===== src/rtl/i2cs_pkg.sv =====
package i2cs_pkg;
    localparam logic [1:0] REG_SADR = 2'd0;
    localparam logic [1:0] REG_CTRL = 2'd1;
    localparam logic [1:0] REG_STAT = 2'd2;
    localparam logic [1:0] REG_DATA = 2'd3;

    localparam int CB_EN   = 7;
    localparam int CB_IEN  = 6;
    localparam int CB_MSTA = 5;
    localparam int CB_MTX  = 4;
    localparam int CB_TXAK = 3;
    localparam int SB_ALOST = 4;
    localparam int SB_IPEND = 1;

    typedef enum logic [2:0] {
        ST_IDLE, ST_RX, ST_TX, ST_WAIT, ST_LOST
    } phase_e;

    typedef struct packed {
        phase_e     st;
        logic [3:0] cnt;
        logic [7:0] sh;
        logic [7:0] tx;
        logic [7:0] dr;
        logic [6:0] sadr;
        logic       en;
        logic       ien;
        logic       msta;
        logic       mtx;
        logic       txak;
        logic       aas;
        logic       busy;
        logic       alost;
        logic       srw;
        logic       ipend;
        logic       rxak;
        logic       is_addr;
        logic       ack_drv;
        logic       stretch;
    } ctl_t;
endpackage


===== src/rtl/i2cs_line_sync.sv =====
module i2cs_line_sync #(
    parameter int STAGES = 2
) (
    input  logic clk,
    input  logic rst_n,
    input  logic scl_in,
    input  logic sda_in,
    output logic sda_lvl,
    output logic scl_rise,
    output logic scl_fall,
    output logic start_det,
    output logic stop_det
);
    localparam int TOP = STAGES - 1;

    logic [TOP:0] scl_sr_q, sda_sr_q;
    logic         scl_p_q, sda_p_q;
    logic         scl_lvl;

    generate
        if (STAGES == 1) begin : g_one
            always_ff @(posedge clk or negedge rst_n) begin
                if (!rst_n) begin
                    scl_sr_q <= '1;
                    sda_sr_q <= '1;
                end else begin
                    scl_sr_q <= scl_in;
                    sda_sr_q <= sda_in;
                end
            end
        end else begin : g_chain
            always_ff @(posedge clk or negedge rst_n) begin
                if (!rst_n) begin
                    scl_sr_q <= '1;
                    sda_sr_q <= '1;
                end else begin
                    scl_sr_q <= {scl_sr_q[TOP-1:0], scl_in};
                    sda_sr_q <= {sda_sr_q[TOP-1:0], sda_in};
                end
            end
        end
    endgenerate

    always_ff @(posedge clk or negedge rst_n) begin
        if (!rst_n) begin
            scl_p_q <= 1'b1;
            sda_p_q <= 1'b1;
        end else begin
            scl_p_q <= scl_sr_q[TOP];
            sda_p_q <= sda_sr_q[TOP];
        end
    end

    assign scl_lvl   = scl_sr_q[TOP];
    assign sda_lvl   = sda_sr_q[TOP];
    assign scl_rise  = scl_lvl & ~scl_p_q;
    assign scl_fall  = ~scl_lvl & scl_p_q;
    assign start_det = scl_lvl & scl_p_q & sda_p_q & ~sda_lvl;
    assign stop_det  = scl_lvl & scl_p_q & ~sda_p_q & sda_lvl;
endmodule


===== src/rtl/i2cs_ctrl.sv =====
module i2cs_ctrl
    import i2cs_pkg::*;
#(
    parameter int SYNC_STAGES = 2
) (
    input  logic       clk,
    input  logic       rst_n,
    input  logic [1:0] cpu_addr,
    input  logic       cpu_wr,
    input  logic       cpu_rd,
    input  logic [7:0] cpu_wdata,
    output logic [7:0] cpu_rdata,
    output logic       irq,
    input  logic       scl_in,
    input  logic       sda_in,
    output logic       scl_oe,
    output logic       sda_oe
);
    localparam logic [3:0] LAST_BIT = 4'd8;
    localparam logic [3:0] ACK_BIT  = 4'd9;

    ctl_t q, d;
    logic sda_lvl, scl_rise, scl_fall, start_w, stop_w;
    logic data_wr, data_rd;

    i2cs_line_sync #(.STAGES(SYNC_STAGES)) u_sync (
        .clk       (clk),
        .rst_n     (rst_n),
        .scl_in    (scl_in),
        .sda_in    (sda_in),
        .sda_lvl   (sda_lvl),
        .scl_rise  (scl_rise),
        .scl_fall  (scl_fall),
        .start_det (start_w),
        .stop_det  (stop_w)
    );

    assign data_wr = cpu_wr && (cpu_addr == REG_DATA);
    assign data_rd = cpu_rd && (cpu_addr == REG_DATA);

    always_comb begin
        d = q;
        if (cpu_wr) begin
            case (cpu_addr)
                REG_SADR: d.sadr = cpu_wdata[7:1];
                REG_CTRL: begin
                    d.en   = cpu_wdata[CB_EN];
                    d.ien  = cpu_wdata[CB_IEN];
                    d.msta = cpu_wdata[CB_MSTA];
                    d.mtx  = cpu_wdata[CB_MTX];
                    d.txak = cpu_wdata[CB_TXAK];
                    d.aas  = 1'b0;
                end
                REG_STAT: begin
                    d.alost = q.alost & cpu_wdata[SB_ALOST];
                    d.ipend = q.ipend & cpu_wdata[SB_IPEND];
                end
                default: d.dr = cpu_wdata;
            endcase
        end
        if (q.en) begin
            if (data_wr && q.mtx && (q.st == ST_WAIT || q.msta)) begin
                d.st      = ST_TX;
                d.tx      = cpu_wdata;
                d.cnt     = '0;
                d.stretch = 1'b0;
            end else if (data_rd && !q.mtx && q.st == ST_WAIT) begin
                d.st      = ST_RX;
                d.is_addr = 1'b0;
                d.cnt     = '0;
                d.stretch = 1'b0;
            end
        end
        if (stop_w) begin
            d.busy    = 1'b0;
            d.st      = ST_IDLE;
            d.stretch = 1'b0;
            d.ack_drv = 1'b0;
        end else if (start_w) begin
            d.busy    = 1'b1;
            d.st      = ST_RX;
            d.is_addr = 1'b1;
            d.cnt     = '0;
            d.stretch = 1'b0;
            d.ack_drv = 1'b0;
        end else if (scl_rise) begin
            case (q.st)
                ST_RX: begin
                    if (q.cnt < LAST_BIT) d.sh = {q.sh[6:0], sda_lvl};
                    if (q.cnt < ACK_BIT) d.cnt = q.cnt + 4'd1;
                end
                ST_TX: begin
                    if (q.cnt < ACK_BIT) d.cnt = q.cnt + 4'd1;
                    if (q.cnt == LAST_BIT) d.rxak = sda_lvl;
                    if (q.cnt < LAST_BIT && q.msta && q.tx[7] && !sda_lvl) begin
                        d.alost = 1'b1;
                        d.msta  = 1'b0;
                        d.st    = ST_LOST;
                    end
                end
                ST_LOST: if (q.cnt < ACK_BIT) d.cnt = q.cnt + 4'd1;
                default: ;
            endcase
        end else if (scl_fall) begin
            case (q.st)
                ST_RX: begin
                    if (q.cnt == LAST_BIT) begin
                        if (q.is_addr) begin
                            if (q.sh[7:1] == q.sadr) begin
                                d.ack_drv = 1'b1;
                                d.aas     = 1'b1;
                                d.srw     = q.sh[0];
                            end else begin
                                d.st = ST_IDLE;
                            end
                        end else begin
                            d.dr      = q.sh;
                            d.ack_drv = !q.txak;
                        end
                    end else if (q.cnt == ACK_BIT) begin
                        d.ack_drv = 1'b0;
                        d.ipend   = 1'b1;
                        d.stretch = 1'b1;
                        d.st      = ST_WAIT;
                    end
                end
                ST_TX: begin
                    if (q.cnt == ACK_BIT) begin
                        d.ipend   = 1'b1;
                        d.stretch = 1'b1;
                        d.st      = ST_WAIT;
                    end else begin
                        d.tx = {q.tx[6:0], 1'b1};
                    end
                end
                ST_LOST: begin
                    if (q.cnt == ACK_BIT) begin
                        d.ipend = 1'b1;
                        d.st    = ST_IDLE;
                    end
                end
                default: ;
            endcase
        end
        if (!q.en) begin
            d.st      = ST_IDLE;
            d.stretch = 1'b0;
            d.ack_drv = 1'b0;
        end
    end

    always_ff @(posedge clk or negedge rst_n) begin
        if (!rst_n) q <= '0;
        else        q <= d;
    end

    assign scl_oe = q.stretch;
    assign sda_oe = q.ack_drv | (q.st == ST_TX && !q.tx[7]);
    assign irq    = q.ipend & q.ien;

    always_comb begin
        case (cpu_addr)
            REG_SADR: cpu_rdata = {q.sadr, 1'b0};
            REG_CTRL: cpu_rdata = {q.en, q.ien, q.msta, q.mtx, q.txak, 3'b000};
            REG_STAT: cpu_rdata = {1'b0, q.aas, q.busy, q.alost, 1'b0, q.srw, q.ipend, q.rxak};
            default:  cpu_rdata = q.dr;
        endcase
    end

    AST_AAS_FROM_ADDR: assert property (@(posedge clk) disable iff (!rst_n)
        $rose(q.aas) |-> ($past(q.st) == ST_RX && $past(q.is_addr)));
    AST_CTRL_WR_CLR_AAS: assert property (@(posedge clk) disable iff (!rst_n)
        (cpu_wr && cpu_addr == REG_CTRL && !scl_fall) |=> !q.aas);
    AST_SCL_HELD: assert property (@(posedge clk) disable iff (!rst_n)
        (q.stretch && q.en && !stop_w && !start_w && !data_wr && !data_rd) |=> q.stretch);
    AST_STRETCH_ONLY_WAIT: assert property (@(posedge clk) disable iff (!rst_n)
        scl_oe |-> q.st == ST_WAIT);
    AST_LOST_IS_SLAVE: assert property (@(posedge clk) disable iff (!rst_n)
        $rose(q.alost) |-> !q.msta);
    AST_LOST_NO_DRIVE: assert property (@(posedge clk) disable iff (!rst_n)
        (q.st == ST_LOST) |-> !sda_oe);
    AST_ALOST_STICKY: assert property (@(posedge clk) disable iff (!rst_n)
        (q.alost && !(cpu_wr && cpu_addr == REG_STAT)) |=> q.alost);
endmodule


===== config.mk =====
export PLATFORM = sky130hd
export DESIGN_NAME = i2cs_ctrl
export DESIGN_NICKNAME = d
export VERILOG_FILES = /design/src/rtl/i2cs_pkg.sv /design/src/rtl/i2cs_line_sync.sv /design/src/rtl/i2cs_ctrl.sv
export SDC_FILE = /design/constraint.sdc
export NUM_CORES = 1
export LEC_CHECK = 0
export CAP_MARGIN = 40
export CORE_MARGIN = 3
export CORE_UTILIZATION = 45
export DETAILED_ROUTE_END_ITERATION = 7
export GPL_TIMING_DRIVEN = 0
export RECOVER_POWER = 50
export SKIP_CTS_REPAIR_TIMING = 1
export SLEW_MARGIN = 20
export SYNTH_ARGS = -nofsm -noshare
export SYNTH_HDL_FRONTEND = slang
export SYNTH_SLANG_ARGS = --single-unit

===== constraint.sdc =====
create_clock -name clk -period 2.9 [get_ports clk]
set_input_delay 0.87 -clock clk [delete_from_list [all_inputs] [get_ports clk]]
set_output_delay 0.87 -clock clk [all_outputs]
set_load 0.1 [all_outputs]

**Yosys cells after proc, flatten, opt, wreduce, memory -nomap -nowiden**

Index checks and enable logic that the tools add are counted.

- Bits in registers: 58
- Output and inout port bits: 11

- Bitwise operators: 18
- Reductions and logical operators: 26
- Magnitude comparators: 2
- Muxes and demuxes: 92
- $add $sub $neg: 1
- Equal/unequal tests: 15

Operator list:

| operator | number |
|---|---|
| 2-to-1 mux 8 bit | 10 |
| 2-to-1 mux 1 bit | 43 |
| 2-to-1 mux 7 bit | 5 |
| 2-to-1 mux 3 bit | 11 |
| 2-to-1 mux 16 bit | 2 |
| 2-to-1 mux 28 bit | 1 |
| 2-to-1 mux 24 bit | 1 |
| case mux 8 bit (3 select lines) | 1 |
| 2-to-1 mux 21 bit | 1 |
| 2-to-1 mux 2 bit | 8 |
| AND reduction 5 bit | 3 |
| 2-to-1 mux 12 bit | 1 |
| 2-to-1 mux 4 bit | 3 |
| AND 1 bit | 10 |
| logical AND 1 bit | 10 |
| case mux 3 bit (3 select lines) | 1 |
| equality test 4 bit, second input constant | 2 |
| < comparator 4 bit, second input constant | 2 |
| != test 4 x 1 -> 1 bit, second input constant | 2 |
| AND reduction 8 bit | 1 |
| equality test 7 bit | 1 |
| inverter 1 bit | 7 |
| equality test 3 x 2 -> 1 bit, second input constant | 2 |
| 2-to-1 mux 6 bit | 1 |
| 18 further kinds | 25 |

**Logic depth before layout (Yosys ltp)**

- Depth after elaboration: 16
- Mapped depth: 8
- Mapped depth without buffers: 7

**Hierarchy**

From an unflattened synthesis, not the netlist that was laid out.

- Cells, all modules: 292
- Area total of the unflattened synthesis: 3105.5 um^2

By module, submodules not included:

| module | area each (um^2) | times used | cells each | seq. area each (um^2) |
|---|---|---|---|---|
| i2cs_ctrl | 2915.3 | 1 | 282 | 1301.2 |
| i2cs_line_sync | 190.2 | 1 | 10 | 157.7 |

**Worst setup path before layout**

OpenSTA, ideal clock, no wires.

- Path kind: input-to-output
- Start point: input cpu_addr[0]
- End point: output cpu_rdata[3]
- Data arrival time: 3.611 ns
- Required time: 2.030 ns
- Stages on the path: 4
- Path buffers: 2
- Slack: -1.581 ns
- Cells stage by stage: buf_2 > buf_1 > mux2i_1 > o21ai_0

- Cells in the longest elaborated chain, start to end: 2
- Elaborated cells on any way between the ends: 4
- Classes of those cells: eq/ne (2); mux (1); reduce/logical (1)

Ends and longest elaborated chain:

| item | line | text |
|---|---|---|
| start, declared | i2cs_ctrl.sv:8 | `input logic [1:0] cpu_addr,` |
| equality test 2 bit (tied with other cells) | i2cs_ctrl.sv:162 | `case (cpu_addr)` |
| case mux 8 bit (3 select lines) (*) | i2cs_ctrl.sv:162 |  |
| end, declared | i2cs_ctrl.sv:12 | `output logic [7:0] cpu_rdata,` |

Every way passes the cells marked *; elsewhere a longest branch is shown, timed or not.

**Worst setup path after layout**

- Start point: input cpu_addr[1]
- End point: output cpu_rdata[6]

Same word-level chain as after synthesis.

==> impl_results.md <==
* Sequential power share at between 40% and 50%
* Post-Syn Instances at 272
* Nature of the critical path endpoint: output port
* H-tree Lvls at 3
* DIE AREA at approximately 8000 µm²
* Count of different cell masters after synthesis at 56
* Largest net degree at the start of global routing at 47
* WL/cell at roughly 18 µm
* Cell area after synthesis at 3130 µm²
* I/O pins at 27
* Number of global-route vias before repair at ~2400
* Synth Flop Type: dfrtp_1
* Clk sink count at 58
* Peak supply drop at 0.309 mV
* Tot GR Track Use at about a fifth
* CTS tree: built
* Net switching power at between 0.7 and 0.8 mW
* Final setup margin at -0.109 ns
* Total nets after synthesis at between 200 and 300
* Ys Warns at 0
* Synth-to-Final Area Change at 24.1%
* Sw frac at 33.2%
* Main area contributors after synthesis: dfrtp_1 42%, mux2i_1 6.7%, mux2_2 6.1%
* PwrDens at 587 nW/µm²
* Status: complete, but fails checks
* Initial antenna violation count at 0
* F_max at ~330 MHz
* DRC at 0
* Final hold violation count at 0
* Design Power at between 2 and 2.5 mW
* Synth top area share at roughly two fifths
* CTS Buf Count at 9
* Clock share of power at 28.4%
* Max-cap viol count at 0
* Clock Tree Buf Depth at 2
* Crit path max fanout at 8
* #FFs+latches synth at 58
* Setup violators final at 1
* Vias/cell at roughly 5.6
* Hold crit path type: reg -> reg
* Logic pwr share at 25.6%
* First-pass GRT wire length at between 10000 and 15000 µm
* Max_slew headroom at 23.7%
* CP Class: in -> out
* Fin crit share at 104%
* Number of port buffers at 24
* Total core area at ~6500 µm²
* Final slew viol count at 0
* Startpoint types: primary input
* Internal power at approximately 1.5 mW
* Nets at 334
* RD Place Congestion at around 0.8
* Total gr overflow at 0
* CP arrival at ~2.1 ns
* Die H at slightly below 90 µm
* Vias at 2233
* Finished Core Util at ~59%
* Starting Density at roughly 48%
* Detailed Routing Iterations Pass 1 at 4
* Final WL at approximately 7200 µm
* Top post-synthesis cells by count: 52 x dfrtp_1, 28 x nand2_1, 27 x o21ai_0
* Die Width at 89.4 µm
* Share of cells above drive strength 1 at 29.8%
* Root buffer cell: clkbuf_8
* RSZ-0062 raised after global routing: yes
* Critical Path RT at 2.03 ns
* Final Critical Period at approximately 3 ns
* Cell taking the most area after synthesis: dfrtp_1
* Later-pin clock latency in the skew report at roughly 0.34 ns
* Row count at 29
* Clk_skew at about 0.007 ns
* Detail Route Antenna Nets at 0
* Asr flop ratio synth at 100%
* Syn_area_per_cell at between 10 and 15 µm²
* Fillers at ~540
* Worst-margin pin slew at ~1.1 ns
* N_diodes at 0
* Post-synth EDFFs at 0
* Worst-path clk slew at 0.06 ns
* Most frequent cell after synthesis: dfrtp_1
* Violated checks: setup timing
* Iter 0 DRT Violations at 94
* DP HPWL at roughly 5300 µm
* Leak pwr at 1.74 nW
* Register area share after synthesis at approximately 47%
cell families (layout without fill, tap and decap cells):
logic type,Yosys count,count (layout),synth area share (%)
simple gates,85,85,16.1
flops,58,58,46.6
compound gates,51,51,11.4
mux,49,49,18.8
buf+inv,15,62,2.60
xor+xnor,10,10,2.80
fa+ha+maj,4,4,1.60
through the flow:
stage | setup TNS (ns) | cell area [µm²] | setup slack (ns) | cells | hold WS [ns]
finish | -0.109 | 3880 | -0.109 | 396 | 0.361
global route | -0.150 | 3880 | -0.150 | 396 | 0.368
CTS | -4.37 | 3850 | -0.651 | 401 | 0.357
detailed placement | -4.17 | 3680 | -0.642 | 385 | 0.347
global placement | -56.83 | 3490 | -1.06 | 373 | 0.346
floorplan | -0.330 | 3160 | -0.191 | 272 | 0.345
worst paths after layout:
kind,slack [ns],startpoint,endpoint,cells past startpoint
hold / removal,0.36,u_sync.sda_sr_q[0],u_sync.sda_sr_q[1],0
setup reg to reg,0.97,q[43],q[5],5
hold reg to reg,0.36,u_sync.sda_sr_q[0],u_sync.sda_sr_q[1],0
setup / recovery,-0.11,cpu_addr[1],cpu_rdata[6],4
max in group asynchronous,0.77,rst_n,q[21],2
min in group asynchronous,0.55,rst_n,q[33],1
placed cells by master (no fill, tap or decap), drive strengths merged, types with 2 or more instances in the layout:
cell           netlist  routed
inv                  4       4
mux2                25      25
a21oi                3       3
xor2                 4       4
a221oi               2       2
nor4                 2       2
a22o                 4       4
mux2i               21      21
dfstp                6       6
o21ai               27      27
nand3               10      10
nand3b               3       3
ha                   4       4
clkbuf               1      13
xnor2                6       6
o221ai               2       2
nor3b                2       2
nand4                2       2
or2                  2       2
or3                  3       3
mux4                 3       3
dlymetal6s2s         0       3
nor2                13      13
nand2               28      28
dfrtp               52      52
nand2b              10      10
clkdlybuf4s50        0      14
nor2b                2       2
clkinv               0       3
nor3                 3       3
clkinvlp             0       2
buf                 10      22
power groups by stage:
stage	clock, mW	combinational [mW]	sequential (mW)
after floorplan	0	0.394	1.02
after global placement	0	0.505	1.05
after detailed placement	0	0.581	1.06
after CTS	0.669	0.581	1.04
after global routing	0.719	0.634	1.06
final	0.648	0.582	1.05
per-layer routing:
layer	routed length (µm)	track usage [%]	part of all wire, %	vias up
li1	-	-	-	1073
met4	119	6.63	1.6	0
met2	3580	33.9	50	46
met5	0	0	0	-
met1	3150	27.3	44	1102
met3	381	5.81	5.3	12
worst max-delay path: stages:
cell and delay, ns:
buf_6 0.12, mux4_2 0.50, clkdlybuf4s50_1 0.46, buf_8 0.18
layout make-up:
class                      count  area (µm²)  area share [%]
multi-input combinational    199        1650            42.4
sequential                    58        1460            37.6
timing repair buffer          31         392            10.1
clock buffer                  11         141            3.64
buffer                        11         103            2.64
tap                           77        96.3            2.48
clock inverter                 5        30.0           0.773
inverter                       4        15.0           0.387
flip-flops by register name, summed over array words and instances (netlist names):
signal and flops:
q 51, scl_oe 1, u_sync.scl_p_q 1, u_sync.scl_sr_q 2, u_sync.sda_p_q 1, u_sync.sda_sr_q 2
(Power assumes the default switching activity.)
